--- src/rtl/ifc_pkg.sv ---
package ifc_pkg;
  typedef enum logic [1:0] {
    PH_IDLE = 2'd0,
    PH_WAIT = 2'd1,
    PH_GATE = 2'd2,
    PH_DONE = 2'd3
  } phase_t;

  // gate length in milliseconds for each select code
  function automatic int gate_ms(input logic [1:0] sel);
    case (sel)
      2'b00:   return 4;
      2'b01:   return 8;
      2'b10:   return 32;
      default: return 64;
    endcase
  endfunction

  // settling wait in milliseconds: short gates wait 4, long gates wait 8
  function automatic int wait_ms(input logic [1:0] sel);
    return sel[1] ? 8 : 4;
  endfunction
endpackage

--- src/rtl/ifc_edge_sync.sv ---
module ifc_edge_sync #(
  parameter int STAGES = 2
) (
  input  logic clk,
  input  logic rst_n,
  input  logic async_i,
  output logic rise_o
);
  logic [STAGES-1:0] sync_q;
  logic              last_q;

  genvar g;
  generate
    for (g = 0; g < STAGES; g++) begin : g_stage
      if (g == 0) begin : g_first
        always_ff @(posedge clk or negedge rst_n) begin
          if (!rst_n) sync_q[0] <= 1'b0;
          else        sync_q[0] <= async_i;
        end
      end else begin : g_next
        always_ff @(posedge clk or negedge rst_n) begin
          if (!rst_n) sync_q[g] <= 1'b0;
          else        sync_q[g] <= sync_q[g-1];
        end
      end
    end
  endgenerate

  always_ff @(posedge clk or negedge rst_n) begin
    if (!rst_n) last_q <= 1'b0;
    else        last_q <= sync_q[STAGES-1];
  end

  assign rise_o = sync_q[STAGES-1] & ~last_q;

  // a detected edge is a single-cycle pulse
  assert_single_pulse_R9: assert property (@(posedge clk) disable iff (!rst_n)
    rise_o |=> !rise_o);
endmodule

--- src/rtl/ifc_gate_timer.sv ---
module ifc_gate_timer
  import ifc_pkg::*;
#(
  parameter int TICKS_PER_MS = 1
) (
  input  logic       clk,
  input  logic       rst_n,
  input  logic       inhibit_i,
  input  logic       start_i,
  input  logic [1:0] gate_sel_i,
  input  logic       tick_i,
  output logic       gating_o,
  output logic       clear_o,
  output logic       done_o
);
  localparam int MAX_TICKS = 64 * TICKS_PER_MS;
  localparam int TW        = $clog2(MAX_TICKS + 1);

  phase_t          ph_q, ph_n;
  logic [TW-1:0]   t_q, t_n;
  logic [1:0]      sel_q, sel_n;
  logic            start_q;
  logic            start_rise;
  logic            abort;
  logic [TW-1:0]   wait_len;
  logic [TW-1:0]   gate_len;

  assign start_rise = start_i & ~start_q;
  assign abort      = inhibit_i | ~start_i;
  assign wait_len   = TW'(wait_ms(sel_q) * TICKS_PER_MS);
  assign gate_len   = TW'(gate_ms(sel_q) * TICKS_PER_MS);

  always_comb begin
    ph_n  = ph_q;
    t_n   = t_q;
    sel_n = sel_q;
    if (abort) begin
      ph_n = PH_IDLE;
      t_n  = '0;
    end else begin
      case (ph_q)
        PH_IDLE: begin
          if (start_rise) begin
            ph_n  = PH_WAIT;
            t_n   = '0;
            sel_n = gate_sel_i;
          end
        end
        PH_WAIT: begin
          if (tick_i) begin
            if (t_q == wait_len - TW'(1)) begin
              ph_n = PH_GATE;
              t_n  = '0;
            end else begin
              t_n = t_q + TW'(1);
            end
          end
        end
        PH_GATE: begin
          if (tick_i) begin
            if (t_q == gate_len - TW'(1)) begin
              ph_n = PH_DONE;
              t_n  = '0;
            end else begin
              t_n = t_q + TW'(1);
            end
          end
        end
        default: ;
      endcase
    end
  end

  always_ff @(posedge clk or negedge rst_n) begin
    if (!rst_n) begin
      ph_q    <= PH_IDLE;
      t_q     <= '0;
      sel_q   <= 2'b00;
      start_q <= 1'b0;
    end else begin
      ph_q    <= ph_n;
      t_q     <= t_n;
      sel_q   <= sel_n;
      start_q <= start_i;
    end
  end

  assign gating_o = (ph_q == PH_GATE);
  assign clear_o  = abort | (ph_q == PH_IDLE);
  assign done_o   = (ph_q == PH_DONE);

  // the wait counter never passes its programmed length
  assert_wait_bound_R3: assert property (@(posedge clk) disable iff (!rst_n)
    (ph_q == PH_WAIT) |-> (t_q < wait_len));
  // completion is reached only from an open gate
  assert_done_from_gate_R6: assert property (@(posedge clk) disable iff (!rst_n)
    $rose(done_o) |-> ($past(ph_q) == PH_GATE));
  // an abort returns to idle on the next clock
  assert_abort_idle_R7: assert property (@(posedge clk) disable iff (!rst_n)
    abort |=> (ph_q == PH_IDLE));
  // the captured code is stable while a measurement runs
  assert_sel_held_R10: assert property (@(posedge clk) disable iff (!rst_n)
    (ph_q != PH_IDLE) && !abort |=> $stable(sel_q));
endmodule

--- src/rtl/ifc_event_counter.sv ---
module ifc_event_counter #(
  parameter int CNT_W = 20
) (
  input  logic             clk,
  input  logic             rst_n,
  input  logic             clr_i,
  input  logic             en_i,
  input  logic             ev_i,
  output logic [CNT_W-1:0] count_o
);
  localparam logic [CNT_W-1:0] CNT_MAX = '1;

  logic [CNT_W-1:0] cnt_q, cnt_n;
  logic             inc_ok;

  assign inc_ok = en_i & ev_i & (cnt_q != CNT_MAX);

  always_comb begin
    cnt_n = cnt_q;
    if (clr_i)       cnt_n = '0;
    else if (inc_ok) cnt_n = cnt_q + CNT_W'(1);
  end

  always_ff @(posedge clk or negedge rst_n) begin
    if (!rst_n) cnt_q <= '0;
    else        cnt_q <= cnt_n;
  end

  assign count_o = cnt_q;

  // no change without a gated event
  assert_hold_outside_R1: assert property (@(posedge clk) disable iff (!rst_n)
    !clr_i && !(en_i && ev_i) |=> $stable(count_o));
  // all ones is sticky until cleared
  assert_no_wrap_R8: assert property (@(posedge clk) disable iff (!rst_n)
    (count_o == CNT_MAX) && !clr_i |=> (count_o == CNT_MAX));
  // a clear empties the result
  assert_clear_R5: assert property (@(posedge clk) disable iff (!rst_n)
    clr_i |=> (count_o == '0));
endmodule

--- src/rtl/if_gate_counter.sv ---
module if_gate_counter #(
  parameter int CNT_W        = 20,
  parameter int TICKS_PER_MS = 1,
  parameter int SYNC_STAGES  = 2
) (
  input  logic             clk,
  input  logic             rst_n,
  input  logic             inhibit_i,
  input  logic             start_i,
  input  logic [1:0]       gate_sel_i,
  input  logic             if_i,
  input  logic             tick_i,
  output logic [CNT_W-1:0] count_o,
  output logic             done_o
);
  logic if_rise;
  logic gating;
  logic clear;

  ifc_edge_sync #(.STAGES(SYNC_STAGES)) u_sync (
    .clk     (clk),
    .rst_n   (rst_n),
    .async_i (if_i),
    .rise_o  (if_rise)
  );

  ifc_gate_timer #(.TICKS_PER_MS(TICKS_PER_MS)) u_timer (
    .clk        (clk),
    .rst_n      (rst_n),
    .inhibit_i  (inhibit_i),
    .start_i    (start_i),
    .gate_sel_i (gate_sel_i),
    .tick_i     (tick_i),
    .gating_o   (gating),
    .clear_o    (clear),
    .done_o     (done_o)
  );

  ifc_event_counter #(.CNT_W(CNT_W)) u_count (
    .clk     (clk),
    .rst_n   (rst_n),
    .clr_i   (clear),
    .en_i    (gating),
    .ev_i    (if_rise),
    .count_o (count_o)
  );

  // inhibit leaves an empty, incomplete result
  assert_inhibit_clear_R7: assert property (@(posedge clk) disable iff (!rst_n)
    inhibit_i |=> (count_o == '0) && !done_o);
  // a low start drops completion
  assert_start_low_R5: assert property (@(posedge clk) disable iff (!rst_n)
    !start_i |=> !done_o);
  // once done, the result is frozen while start stays high
  assert_frozen_R6: assert property (@(posedge clk) disable iff (!rst_n)
    done_o && start_i && !inhibit_i |=> $stable(count_o));
endmodule

--- config.mk ---
export PLATFORM = sky130hd
export DESIGN_NAME = if_gate_counter
export DESIGN_NICKNAME = d
export VERILOG_FILES = /design/src/rtl/ifc_pkg.sv /design/src/rtl/ifc_edge_sync.sv /design/src/rtl/ifc_gate_timer.sv /design/src/rtl/ifc_event_counter.sv /design/src/rtl/if_gate_counter.sv
export SDC_FILE = /design/constraint.sdc
export NUM_CORES = 1
export LEC_CHECK = 0
export BUFFER_PORTS_ARGS = -buffer_cell sky130_fd_sc_hd__buf_2
export CORE_ASPECT_RATIO = 2
export CORE_MARGIN = 8
export CORE_UTILIZATION = 40
export CTS_CLUSTER_DIAMETER = 150
export DETAILED_ROUTE_END_ITERATION = 7
export GPL_TIMING_DRIVEN = 0
export PLACE_DENSITY = 0.63
export SETUP_SLACK_MARGIN = 0.2
export SYNTH_ARGS = -nofsm -noshare
export SYNTH_HDL_FRONTEND = slang
export SYNTH_SLANG_ARGS = --single-unit
--- constraint.sdc ---
create_clock -name clk -period 2.3 [get_ports clk]
set_input_delay 0.23 -clock clk [delete_from_list [all_inputs] [get_ports clk]]
set_output_delay 0.23 -clock clk [all_outputs]
set_load 0.03 [all_outputs]
==> reports/qor.log <==
qor: power.pwr_density_cell 527 nW/um2
qor: yosys.synth.top_cells.by_area dfrtp_1, nor2_1, xnor2_1
qor: power.power_frac_comb 9.8%
qor: power.p_leak 0.973 nW
qor: yosys.synth_top_family_by_area simple AND/OR/NAND/NOR gates
qor: clocking.worstSkewPairLatency 0.28 ns
qor: yosys.synth.yosys.seq_area_share 46.1%
qor: power.net-switching-power 300 uW
qor: floorplanning.fp.coreArea 4600 um2
qor: timing.final_critical_path_setup_slack 0.335 ns
qor: global_route.grt_max_degree 36
qor: global_route.grt_pass1_wl 7430 um
qor: timing.skew 0.00575 ns
qor: clocking.root_buffer_selected_by_cts clkbuf_8
qor: clocking.cts.clk_slew.worst_paths 0.07 ns
qor: yosys.synth-main-ff-cell dfrtp_1
qor: route.vias_per_cell 5.39
qor: yosys.synthXorXnorAreaFrac 8.30%
qor: timing.timing.final.setup_violations 0
qor: yosys.syn-mean-instance-area 9.40 um2
qor: critical_path.crit_path_cell_trace inv_1 > ha_1 > o311ai_2 > clkbuf_4 > nor3_4 > buf_4 > nor3_1
qor: yosys.post_synthesis_cell_area 1900 um2
qor: clocking.cts_hold_buf 0
qor: clocking.clock-sinks 35
qor: status.run_status finished clean
qor: place.finalWeightedCongestion 0.808
qor: route.drtIter0Drc 55
qor: critical_path.cp_data_required_time 2.49 ns
qor: timing.worst_slew_pin_slew 0.779 ns
qor: timing.f_max 0.509 GHz
qor: critical_path.timing.reg2reg.setup_slack 0.33 ns
qor: critical_path.sort_of_element_at_the_start_of_the_critical_path flip-flop
qor: timing.timing.final.crit_share 85.5%
qor: route.antenna_violating_nets_post_route 0
qor: clocking.max-clock-path-buffers 2
qor: floorplanning.die_width 64.7 um
qor: yosys.synthesis.nets 216
qor: critical_path.crit_slowest_cell o311ai_2
qor: critical_path.timing.critical_path.slowest_cell_delay 0.42 ns
qor: yosys.ys_seq_elements 35
qor: route.wl 4370 um
qor: critical_path.regToRegEndpoint u_timer.t_q[5]
qor: clocking.cts_made_buffers 5
qor: yosys.netlist.top_cell.by_area dfrtp_1
qor: timing.hold_violations 0
qor: power.vdd_drop_max 0.378 mV
qor: global_route.antenna_violations_before_repair 0
qor: yosys.synthArstFlopShare 100%
qor: timing.final.setup.tns 0 ns
qor: yosys.post-synth-top-area-fraction 46.1%
qor: global_route.grt.total_usage 12.6%
qor: global_route.number_of_global_route_vias_before_repair 1659
qor: critical_path.reg_to_reg_startpoint u_timer.ph_q[1]
qor: worst_hold_path.min_path_type in -> async
qor: timing.period_minus_slack 1.97 ns
qor: timing.max_slew_headroom 48.0%
qor: floorplanning.num_rows 35
qor: power.pwr-share-seq 54.2%
qor: route.wl_per_cell 14.8 um
qor: timing.setup_repair_after_global_routing_missed_its_margin yes
qor: timing.timing.final.max_slew_violations 0
qor: clocking.cts_tree yes
qor: floorplanning.starting_utilization_of_the_core_area 41.3%
qor: job.drv_cap 0
qor: clocking.cts_htree_levels 2
qor: yosys.number_of_standard_cells_after_synthesis 202
qor: final_layout.nNetsFinal 253
qor: floorplanning.die_h 113 um
qor: place.placement.setup.worst_slack 0.253 ns
qor: critical_path.path_max_fanout 10
qor: final_layout.drive_gt1_share 22.9%
qor: yosys.post_synth_and_or_nand_nor_area_fraction 25.2%
qor: place.dpl.hpwl 3320 um
qor: critical_path.r2r.worst_path.cells 7
qor: final_layout.final.fill_count 465
qor: power.swShare 25.5%
qor: floorplanning.top_level_ports 29
qor: power.clkPwrFrac 36.0%
qor: route.detail_route.drc_violations 0
qor: route.num_vias 1589
qor: yosys.yosysWarningCount 0
qor: power.power.internal 878 uW
qor: yosys.synth_enable_flop_cells 0
qor: yosys.synth-adder-area-share 3.95%
qor: place.portBuffers 28
qor: critical_path.worst-endpoint-arrival 2.16 ns
qor: critical_path.ws_path_type reg -> reg
qor: final_layout.areaGrowthSynthToFinish 17.7%
qor: critical_path.worstSetupEndpointType flip-flop
qor: global_route.grt.overflow.total 0
qor: yosys.post_synth_mux_area_share 0.527%
qor: yosys.synth.lib_cells_used.distinct 44
qor: floorplanning.die_area 7340 um2
qor: yosys.synth_compound_gate_area_share 12.1%
qor: route.detailedRoute.firstPassIterationCount 4
qor: final_layout.diode_insertion_count_for_antenna_repair 0
-- metal layers --
metal	wire [um]	up-vias	GRT usage (%)
met1	1550	764	11.5
met5	0	-	0
met4	99	0	6.16
met3	220	9	3.53
li1	-	767	-
met2	2500	49	24.2
-- area by class of cell --
cell class / count / area [um2] / area share, %
Sequential cell: 35 / 876 / 39.2
Clock buffer: 5 / 68.8 / 3.08
Multi-Input combinational cell: 149 / 978 / 43.8
Buffer: 6 / 28.8 / 1.29
Tap cell: 55 / 68.8 / 3.08
Inverter: 12 / 45.0 / 2.01
Clock inverter: 3 / 15.0 / 0.672
Timing Repair Buffer: 30 / 155 / 6.94
-- registers in the layout, summed over array words and instances (netlist names) --
name / count
u_timer.sel_q: 2
u_timer.t_q: 7
u_count.count_o: 20
u_timer.ph_q: 2
u_sync.last_q: 1
u_timer.start_q: 1
u_sync.sync_q: 2
-- metrics by stage --
| stage | cell area, um2 | std cells | utilization (%) | power [mW] | hold slack, ns |
|---|---|---|---|---|---|
| 5_1_grt | 2240 | 295 | 48.6 | 1.23 | 0.0395 |
| 3_5_place_dp | 2110 | 285 | 45.9 | 0.756 | 0.343 |
| 4_1_cts | 2190 | 293 | 47.7 | 1.19 | 0.0404 |
| 2_1_floorplan | 1900 | 202 | - | 0.716 | -0.0656 |
| 6_report | 2240 | 295 | 48.6 | 1.18 | 0.0188 |
| 3_3_place_gp | 2110 | 285 | 45.9 | 0.754 | 0.333 |
-- kinds of logic after synthesis --
| family | count (synthesis) |
|---|---|
| mux | 1 |
| flops | 35 |
| compound gates | 34 |
| xor+xnor | 18 |
| simple gates | 90 |
| fa+ha+maj | 6 |
| buf+inv | 18 |
-- worst max-delay path by stage --
| stage | from | to | slack [ns] |
|---|---|---|---|
| global route | u_timer.ph_q[1] | u_timer.t_q[3] | 0.18 |
| finish | u_timer.ph_q[1] | u_timer.t_q[5] | 0.33 |
| global placement | u_timer.ph_q[0] | u_timer.ph_q[0] | 0.24 |
| detailed placement | u_timer.ph_q[0] | u_timer.t_q[5] | 0.25 |
| CTS | u_timer.ph_q[0] | u_timer.t_q[5] | 0.24 |
| floorplan | u_count.count_o[0] | u_count.count_o[3] | 0.45 |
-- critical path, delay by kind of cell, from the launching register on --
kind | cells | cell delay (ns)
buf+inv | 3 | 0.53
simple gates | 2 | 0.27
flops | 1 | 0.38
fa+ha+maj | 1 | 0.28
compound gates | 1 | 0.42
-- what timing repair did --
item | CTS | global route
gates resized for setup | 0 | 5
buffers inserted | 0 | 2
endpoints found under the setup margin | 0 | 16
-- cells in the final DEF (no fill, tap or decap), types with 3 or more instances in the layout --
cell type / Yosys / layout
o21ai_0: 6 / 6
xnor2_1: 10 / 10
nand3_1: 13 / 13
nor3_1: 5 / 5
clkinv_2: 0 / 3
nand4_1: 6 / 6
and3_1: 3 / 3
ha_1: 6 / 5
inv_1: 12 / 12
nor2_1: 24 / 24
xor2_1: 8 / 8
nand2_1: 17 / 17
or3_1: 4 / 4
clkbuf_8: 0 / 5
clkbuf_1: 3 / 3
a21oi_1: 10 / 10
buf_2: 2 / 29
nand2b_1: 3 / 3
nor2b_1: 4 / 4
dfrtp_1: 35 / 35
-- power groups by stage --
stage / combinational, mW / sequential [mW] / clock (mW)
6_report: 0.116 / 0.639 / 0.424
5_1_grt: 0.130 / 0.640 / 0.461
4_1_cts: 0.105 / 0.639 / 0.448
3_5_place_dp: 0.104 / 0.651 / 0
3_3_place_gp: 0.103 / 0.651 / 0
2_1_floorplan: 0.0688 / 0.647 / 0
-- Yosys cell counts, types with 3 or more instances --
master and count:
xnor2_1 10, nand3_1 13, o21ai_0 6, dfrtp_1 35
nor2_1 24, clkbuf_1 3, nand4_1 6, nor3_1 5
inv_1 12, nor2b_1 4, or3_1 4, a21oi_1 10
and3_1 3, nand2_1 17, nand2b_1 3, xor2_1 8
ha_1 6
No activity file was read; power rests on OpenSTA's default activity.
